### src/rtl/hsf_pkg.sv
// Shared constants for the hit-string finder.
// Assumes one bank of 64 columns; widths derive from these values.
package hsf_pkg;
    localparam int BANK_COLS   = 64;
    localparam int RUN_MAX     = 4;
    localparam int STATE_LIMIT = 6;
    localparam int COL_W       = $clog2(BANK_COLS);
    localparam int LEN_W       = $clog2(RUN_MAX);
endpackage

### src/rtl/hsf_lead_find.sv
// Lowest-set-bit finder: returns the index of the lowest hit column.
// Two levels: each group of GRP bits finds its own lowest bit, and the
// lowest non-empty group is then chosen. Assumes W is a multiple of GRP.
module hsf_lead_find #(
    parameter int W   = 64,
    parameter int GRP = 8,
    localparam int IW = $clog2(W),
    localparam int GW = $clog2(GRP),
    localparam int NG = W / GRP
) (
    input  logic [W-1:0]  vec,
    output logic          found,
    output logic [IW-1:0] idx
);
    logic [NG-1:0] grp_any;
    logic [GW-1:0] grp_idx [NG];

    for (genvar g = 0; g < NG; g++) begin : g_grp
        // Purpose: lowest set bit inside one group.
        always_comb begin
            grp_any[g] = 1'b0;
            grp_idx[g] = '0;
            for (int b = GRP - 1; b >= 0; b--) begin
                if (vec[g*GRP + b]) begin
                    grp_any[g] = 1'b1;
                    grp_idx[g] = GW'(b);
                end
            end
        end
    end

    // Purpose: pick the lowest group holding a hit and build the full index.
    always_comb begin
        found = 1'b0;
        idx   = '0;
        for (int g = NG - 1; g >= 0; g--) begin
            if (grp_any[g]) begin
                found = 1'b1;
                idx   = IW'(g * GRP) + IW'(grp_idx[g]);
            end
        end
    end
endmodule

### src/rtl/hsf_run_len.sv
// Run measurer: from the lead hit at idx, counts contiguous hits up to
// MAXR, returns the length code (pixels - 1) and a clear mask over them.
// Shifting down fills with zeros, so a run stops at the top bank column.
module hsf_run_len #(
    parameter int W    = 64,
    parameter int MAXR = 4,
    localparam int IW  = $clog2(W),
    localparam int LW  = $clog2(MAXR)
) (
    input  logic [W-1:0]  vec,
    input  logic [IW-1:0] idx,
    output logic [LW-1:0] len_code,
    output logic [W-1:0]  clr_mask
);
    logic [W-1:0] shifted;
    logic [W-1:0] run_lo;
    logic         cont;

    assign shifted = vec >> idx;

    // Purpose: measure the run length from the lead bit, capped at MAXR.
    always_comb begin
        run_lo   = '0;
        len_code = '0;
        cont     = 1'b1;
        for (int k = 0; k < MAXR; k++) begin
            if (cont && shifted[k]) begin
                run_lo[k] = 1'b1;
                len_code  = LW'(k);
            end else begin
                cont = 1'b0;
            end
        end
    end

    assign clr_mask = run_lo << idx;
endmodule

### src/rtl/hit_string_finder.sv
// Row bank hit-string finder top.
// Loads a row when idle, offers one state per cycle (lowest column
// first), clears each accepted run from the pending vector, and ends the
// row when no hit remains or the state limit is reached. Overflow is
// reported with row_done. row_start is ignored while a row is busy.
module hit_string_finder
    import hsf_pkg::*;
#(
    parameter int COLS       = BANK_COLS,
    parameter int MAX_LEN    = RUN_MAX,
    parameter int MAX_STATES = STATE_LIMIT,
    localparam int CW  = $clog2(COLS),
    localparam int LW  = $clog2(MAX_LEN),
    localparam int NW  = $clog2(MAX_STATES + 1)
) (
    input  logic            clk,
    input  logic            rst_n,
    input  logic            row_start,
    input  logic [COLS-1:0] row_hits,
    output logic            st_valid,
    input  logic            st_ready,
    output logic [CW-1:0]   st_col,
    output logic [LW-1:0]   st_len,
    output logic            row_done,
    output logic            row_overflow
);
    logic [COLS-1:0] pend_q;
    logic            busy_q;
    logic [NW-1:0]   sent_q;
    logic            hit_left;
    logic [CW-1:0]   lead_idx;
    logic [LW-1:0]   run_code;
    logic [COLS-1:0] run_mask;
    logic            at_limit;
    logic            fire;
    logic            finish;

    hsf_lead_find #(.W(COLS), .GRP(8)) u_lead (
        .vec   (pend_q),
        .found (hit_left),
        .idx   (lead_idx)
    );

    hsf_run_len #(.W(COLS), .MAXR(MAX_LEN)) u_run (
        .vec      (pend_q),
        .idx      (lead_idx),
        .len_code (run_code),
        .clr_mask (run_mask)
    );

    // Purpose: decode offer, acceptance and end-of-row conditions.
    always_comb begin
        at_limit = (sent_q == NW'(MAX_STATES));
        st_valid = busy_q && hit_left && !at_limit;
        fire     = st_valid && st_ready;
        finish   = busy_q && (!hit_left || at_limit);
    end

    assign st_col       = lead_idx;
    assign st_len       = run_code;
    assign row_done     = finish;
    assign row_overflow = finish && hit_left;

    // Purpose: row load, run clearing, state counting and busy tracking.
    always_ff @(posedge clk) begin
        if (!rst_n) begin
            busy_q <= 1'b0;
            pend_q <= '0;
            sent_q <= '0;
        end else if (!busy_q) begin
            if (row_start) begin
                pend_q <= row_hits;
                busy_q <= 1'b1;
                sent_q <= '0;
            end
        end else if (finish) begin
            busy_q <= 1'b0;
        end else if (fire) begin
            pend_q <= pend_q & ~run_mask;
            sent_q <= sent_q + 1'b1;
        end
    end
endmodule

### config.mk
export PLATFORM = sky130hd
export DESIGN_NAME = hit_string_finder
export DESIGN_NICKNAME = d
export VERILOG_FILES = /design/src/rtl/hsf_pkg.sv /design/src/rtl/hsf_lead_find.sv /design/src/rtl/hsf_run_len.sv /design/src/rtl/hit_string_finder.sv
export SDC_FILE = /design/constraint.sdc
export NUM_CORES = 1
export LEC_CHECK = 0
export ABC_AREA = 1
export BUFFER_PORTS_ARGS = -buffer_cell sky130_fd_sc_hd__buf_2
export CORE_MARGIN = 2
export CORE_UTILIZATION = 42
export DETAILED_ROUTE_END_ITERATION = 10
export PLACE_DENSITY = 0.65
export SYNTH_ARGS = -nofsm -noshare
export SYNTH_HDL_FRONTEND = slang
export SYNTH_SLANG_ARGS = --single-unit
export TNS_END_PERCENT = 100
### constraint.sdc
create_clock -name clk -period 4 [get_ports clk]
set_clock_uncertainty 0.15 [all_clocks]
set_input_delay 0 -clock clk [delete_from_list [all_inputs] [get_ports clk]]
set_output_delay 0 -clock clk [all_outputs]
set_load 0.005 [all_outputs]
After elaboration in Yosys (flattened, before gate mapping). Cells that the tools add are included.

Add/subtract/negate cells: 8. Eq/ne operators: 3. Shift operators: 2. Multiplexer cells: 164. Bitwise operators: 2. Reductions and logical operators: 13.

Operator list (number): 64-bit 2-to-1 mux (4); 3-bit 2-to-1 mux (68); 1-bit 2-to-1 mux (82); 64-bit AND (1); 64-bit NOT (1); 4-bit by 6-bit left shift with 64-bit output (1); 64-bit by 6-bit >> shifter with 4-bit output (1); 6-bit 2-to-1 mux (8); 5-bit by 3-bit adder with 6-bit output (first input constant) (2); 6-bit by 3-bit adder with 6-bit output (first input constant) (2); 1-bit logical AND (8); 5-bit by 4-bit adder with 6-bit output (first input constant) (1); 4-bit by 3-bit adder with 5-bit output (first input constant) (1); 4-bit by 4-bit adder with 5-bit output (first input constant) (1); 2-bit 2-to-1 mux (2); 3-bit by 1-bit adder with 3-bit output (second input constant) (1); 3-bit == test (second input constant) (1); 3-bit AND reduction (1); 1-bit logical NOT (2); 2-bit by 1-bit inequality test with 1-bit output (second input constant) (1); 2-bit inequality test (second input constant) (1); 2-bit nonzero test (1); 1-bit logical OR (1).

Bits in registers: 68. Input bits: 68. Output and inout port bits: 11.

Logic depth before layout (Yosys ltp).
Depth in word-level cells: 31. Gate-level depth with buffers: 34.

Cells and area by module. Synthesis repeated with hierarchy kept, for this count alone.

Cells, all modules: 1405. Area, all modules: 7512.2 sq um.

By module, submodules not included: hit_string_finder (times used 1, cells an instance 523, area each 3562.2 sq um, seq. area each 1361.3 sq um); hsf_run_len (times used 1, cells an instance 685, area each 2935.3 sq um, seq. area each 0.0 sq um); hsf_lead_find (times used 1, cells an instance 197, area each 1014.7 sq um, seq. area each 0.0 sq um).

Least setup slack after synthesis. Ideal clock, no wire load.

Kind: register to register. From: reg pend_q[8]. To: reg pend_q[57]. Library setup time: 132 ps. Arrival time: 2682 ps. Required time: 3718 ps. Setup slack: 1035 ps. Cell stages (with the launch flop): 25. Buffers on the path: 2. Clock period less this slack: 2965 ps. Cells stage by stage: dfxtp_1 > nor4_2 > inv_2 > nor2_4 > inv_2 > nor2_8 > inv_2 > nand2_2 > nand2_4 > buf_6 > buf_6 > nand3_1 > nand3_1 > nand3_1 > nand3_1 > nand3_1 > nand3_1 > nand2_2 > nand2_2 > nor2_2 > nand2_2 > o21ai_2 > nand3_1 > nand3_1 > a21oi_1.

Word-level cells in the longest chain between the ends: 18. Elaborated cells on any way between the ends: 32. Those cells by class: add/sub: 1; eq/ne: 2; shift: 2; mux: 15; bitwise: 2; reduce/logical: 10.

Ends and longest elaborated chain: start: declaration (RTL line hit_string_finder.sv:27) `logic [COLS-1:0] pend_q;`; start signal: assignment (RTL line hit_string_finder.sv:72) `pend_q <= row_hits;`; start signal: assignment (RTL line hit_string_finder.sv:79) `pend_q <= pend_q & ~run_mask;`; 3-bit 2-to-1 mux (RTL line hsf_lead_find.sv:24) `if (vec[g*GRP + b]) begin`; 4-bit by 3-bit adder with 5-bit output (RTL line hsf_lead_find.sv:39) `idx = IW'(g * GRP) + IW'(grp_idx[g]);`; 6-bit 2-to-1 mux (2 in series) (RTL line hsf_lead_find.sv:37) `if (grp_any[g]) begin`; 64-bit by 6-bit >> shifter with 4-bit output (RTL line hsf_run_len.sv:19) `assign shifted = vec >> idx;`; 1-bit 2-to-1 mux (RTL line hsf_run_len.sv:27) `if (cont && shifted[k]) begin`; 1-bit logical AND (RTL line hsf_run_len.sv:27); 1-bit 2-to-1 mux (RTL line hsf_run_len.sv:27); 1-bit logical AND (RTL line hsf_run_len.sv:27); 1-bit 2-to-1 mux (RTL line hsf_run_len.sv:27); 1-bit logical AND (RTL line hsf_run_len.sv:27); 1-bit 2-to-1 mux (RTL line hsf_run_len.sv:27); 4-bit by 6-bit left shift with 64-bit output (RTL line hsf_run_len.sv:36) `assign clr_mask = run_lo << idx;`; 64-bit NOT (RTL line hit_string_finder.sv:79); 64-bit AND (RTL line hit_string_finder.sv:79); 64-bit 2-to-1 mux (RTL line hit_string_finder.sv:78) `end else if (fire) begin`; 64-bit 2-to-1 mux (RTL line hit_string_finder.sv:76) `end else if (finish) begin`; 64-bit 2-to-1 mux (RTL line hit_string_finder.sv:70) `end else if (!busy_q) begin`.

Several ways; a longest one is shown, not always the timed one. The select of a mux whose other input is x is not followed. A chain may end at the register's enable or synchronous reset.

Final worst setup path.
From: reg pend_q[50]. To: reg pend_q[5].

Word-level cells in the longest chain between the ends: 25. Elaborated cells on any way between the ends: 46. Those cells by class: add/sub: 1; eq/ne: 2; shift: 2; mux: 29; bitwise: 2; reduce/logical: 10.

Ends and longest elaborated chain (RTL line): 3-bit 2-to-1 mux (3 in series) (hsf_lead_find.sv:24); 5-bit by 4-bit adder with 6-bit output (hsf_lead_find.sv:39); 6-bit 2-to-1 mux (7 in series) (hsf_lead_find.sv:37); 64-bit by 6-bit >> shifter with 4-bit output (hsf_run_len.sv:19); 1-bit 2-to-1 mux (hsf_run_len.sv:27); 1-bit logical AND (hsf_run_len.sv:27); 1-bit 2-to-1 mux (hsf_run_len.sv:27); 1-bit logical AND (hsf_run_len.sv:27); 1-bit 2-to-1 mux (hsf_run_len.sv:27); 1-bit logical AND (hsf_run_len.sv:27); 1-bit 2-to-1 mux (hsf_run_len.sv:27); 4-bit by 6-bit left shift with 64-bit output (hsf_run_len.sv:36); 64-bit NOT (hit_string_finder.sv:79); 64-bit AND (hit_string_finder.sv:79); 64-bit 2-to-1 mux (hit_string_finder.sv:78); 64-bit 2-to-1 mux (hit_string_finder.sv:76); 64-bit 2-to-1 mux (hit_string_finder.sv:70).

Several ways; a longest one is shown, not always the timed one. The select of a mux whose other input is x is not followed.

==> results.ini <==
[outcome]
outcome = finished, final reports clean

[timing]
finalCriticalPeriod_ns = 3.83
tightestPinTransition_ns = 0.949
report.final.slew_viol_count = 0
finalSetupViolCount = 0
rsz0062_at_grt = true
hold_violations = 0
max_slew_margin = 0.367
fmax_mhz = 261
fin_ws_ns = 0.174
finalCritPeriodShare = 0.956

[cts]
cts-root-buf = clkbuf_16
cts_buffers = 9
cts_tree = yes
cts_buffer_depth = 2
clock_sinks = 68
htreeDepth = 3
clkTransAtPathRegs_ns = 0.06
clkLatencyLatePin_ns = 0.34

[layout]
fill_cells = 1642
layout_commonest_cell = nand3_1
finish.instance_area_um2 = 8550
final-seq-area_um2 = 1360
drive_gt1_frac = 0.155
final_cell_mix = 292 x nand3_1, 241 x nand2_1, 136 x inv_1
area_delta_synth_final_pct = 27.2
final_util = 0.542
nets = 1401
multi_input_area_um2 = 4560
stdcell_count = 1552
antenna_cells = 0

[yosys]
mappedNetlistArea_um2 = 6720
synth_area_leaders = nand3_1 22%, dfxtp_1 20%, nand2_1 14%
synth_cell_types = 44
synth_edf_count = 0
avgSynthCellArea_um2 = 5.59
synth_fp_nets = 1272
synth_top_flop_cell = dfxtp_1
yosys_register_bits = 68
yosys.area.top_type = nand3_1
synth_warnings = 0
ys_async_sr_fraction = 0
synth.top_cell.area_share = 0.218
syn_inst = 1202
synth.yosys.seq_area_share = 0.203

[grt]
grt_pass1_vias = 7997
grt_util_all_layers = 0.328
grt_pass1_wl_um = 43300
grt_max_degree = 80
antenna_found_initial = 0
grt-ovfl-total = 0

[setup_path]
ff2ff_path_depth = 25
critPathCaptureType = flip-flop
slowest_delay_ns = 0.35
critical_path_class = flip-flop to flip-flop
cp.arrival_ns = 3.89
required_ns = 4.06
cp_max_fo = 33
r2r-start = pend_q[50]
slowest_stage = dfxtp_1
cp-startpoint = pend_q[50]
crit_path_frequent_cell = nand2_2
cp-start-kind = flip-flop

[power]
total_power_mw = 3.92
leakagePower_nw = 3.81
power_density_nw_per_um2 = 459
ir_drop_mv = 0.257

[routing]
drt_iter0_drc = 1357
via_per_inst = 5.82
avgRoutedWirePerCell_um = 18.4
drt_wl_total_um = 28600
vias = 9034
first_pass_iters = 6
drtAntennaViolNets = 0
drcViolationCount = 0

[hold_path]
hp-class = input port to flip-flop
hold_path_depth = 5
min_from = st_ready

[place]
dp_cells = 1467
dp_slack_ns = 0.178
placed_area_um2 = 7430
port_buffers = 78
place_hpwl_um = 19800
place_congestion = 1.00

[floorplanning]
start_util = 0.426
core.rowCount = 46
dieHeight_um = 130
dieArea_um2 = 17000
die_x_um = 130
io_pins = 79
core_um2 = 15800

[run]
maxCapViolations = 0

-- timing repair --
item | in CTS | in global routing
hold buffers | 65 | 0
hold endpoints to repair | 66 | 0
resized for setup | 0 | 25
buffers inserted | 0 | 0
endpoints found under the setup margin | 0 | 62
-- power by group --
part / total [mW] / switching (mW) / internal, mW
clock network: 0.783 / 0.314 / 0.470
logic: 2.38 / 1.58 / 0.800
registers: 0.764 / 0.0396 / 0.725
-- flip-flops by register name, summed over array words and instances (netlist names) --
signal,cells
busy_q,1
pend_q,64
sent_q,3
-- path summary, 6_finish.rpt --
kind / slack [ns] / to
min reg2reg: 0.32 / pend_q[0]
max: 0.17 / pend_q[5]
min: 0.02 / sent_q[1]
max reg2reg: 0.17 / pend_q[5]
-- cell families after synthesis --
| logic type | after synthesis | synth area share |
|---|---|---|
| adder cells (fa/ha/maj) | 2 | 0.00372 |
| AO/OA/AOI/OAI | 219 | 0.174 |
| AND/OR/NAND/NOR | 687 | 0.478 |
| buffers and inverters | 226 | 0.141 |
| flip-flops | 68 | 0.203 |
-- layer usage --
metal / track usage / share of wire / up-vias / wire (um)
met5: 0 / 0 / - / 0
met4: 0.0995 / 0.029 / 0 / 817
met3: 0.0635 / 0.12 / 83 / 3450
met2: 0.485 / 0.43 / 590 / 12300
met1: 0.481 / 0.42 / 4095 / 12000
li1: - / - / 4266 / -
-- synth_stat cells, drive strengths merged, types with 3 or more instances --
| master | n |
|---|---|
| a21oi | 81 |
| a31oi | 3 |
| buf | 39 |
| clkbuf | 37 |
| dfxtp | 68 |
| inv | 149 |
| nand2 | 260 |
| nand3 | 302 |
| nand4 | 21 |
| nor2 | 93 |
| nor3 | 7 |
| o211ai | 9 |
| o21ai | 116 |
-- worst max-delay path, delay by kind of cell, from the launching register on --
kind | cells | cell delay (ns)
compound gates | 5 | 0.73
simple gates | 19 | 2.18
buf+inv | 1 | 0.30
flops | 1 | 0.35
-- stage by stage --
stage                     hold slack, ns  TNS [ns]
after global placement             0.132         0
after global routing              0.0748   -0.0711
after CTS                        0.00876         0
after detailed placement           0.132         0
after floorplan                 -0.00274         0
final                             0.0187         0
-- cell type report --
class,count,share of cell area
Inverter,150,0.0659
Timing Repair Buffer,191,0.176
Tap cell,216,0.0316
Clock buffer,13,0.0316
Sequential cell,68,0.159
Clock inverter,3,0.00234
Multi-Input combinational cell,911,0.533
(Power assumes the default switching activity.)
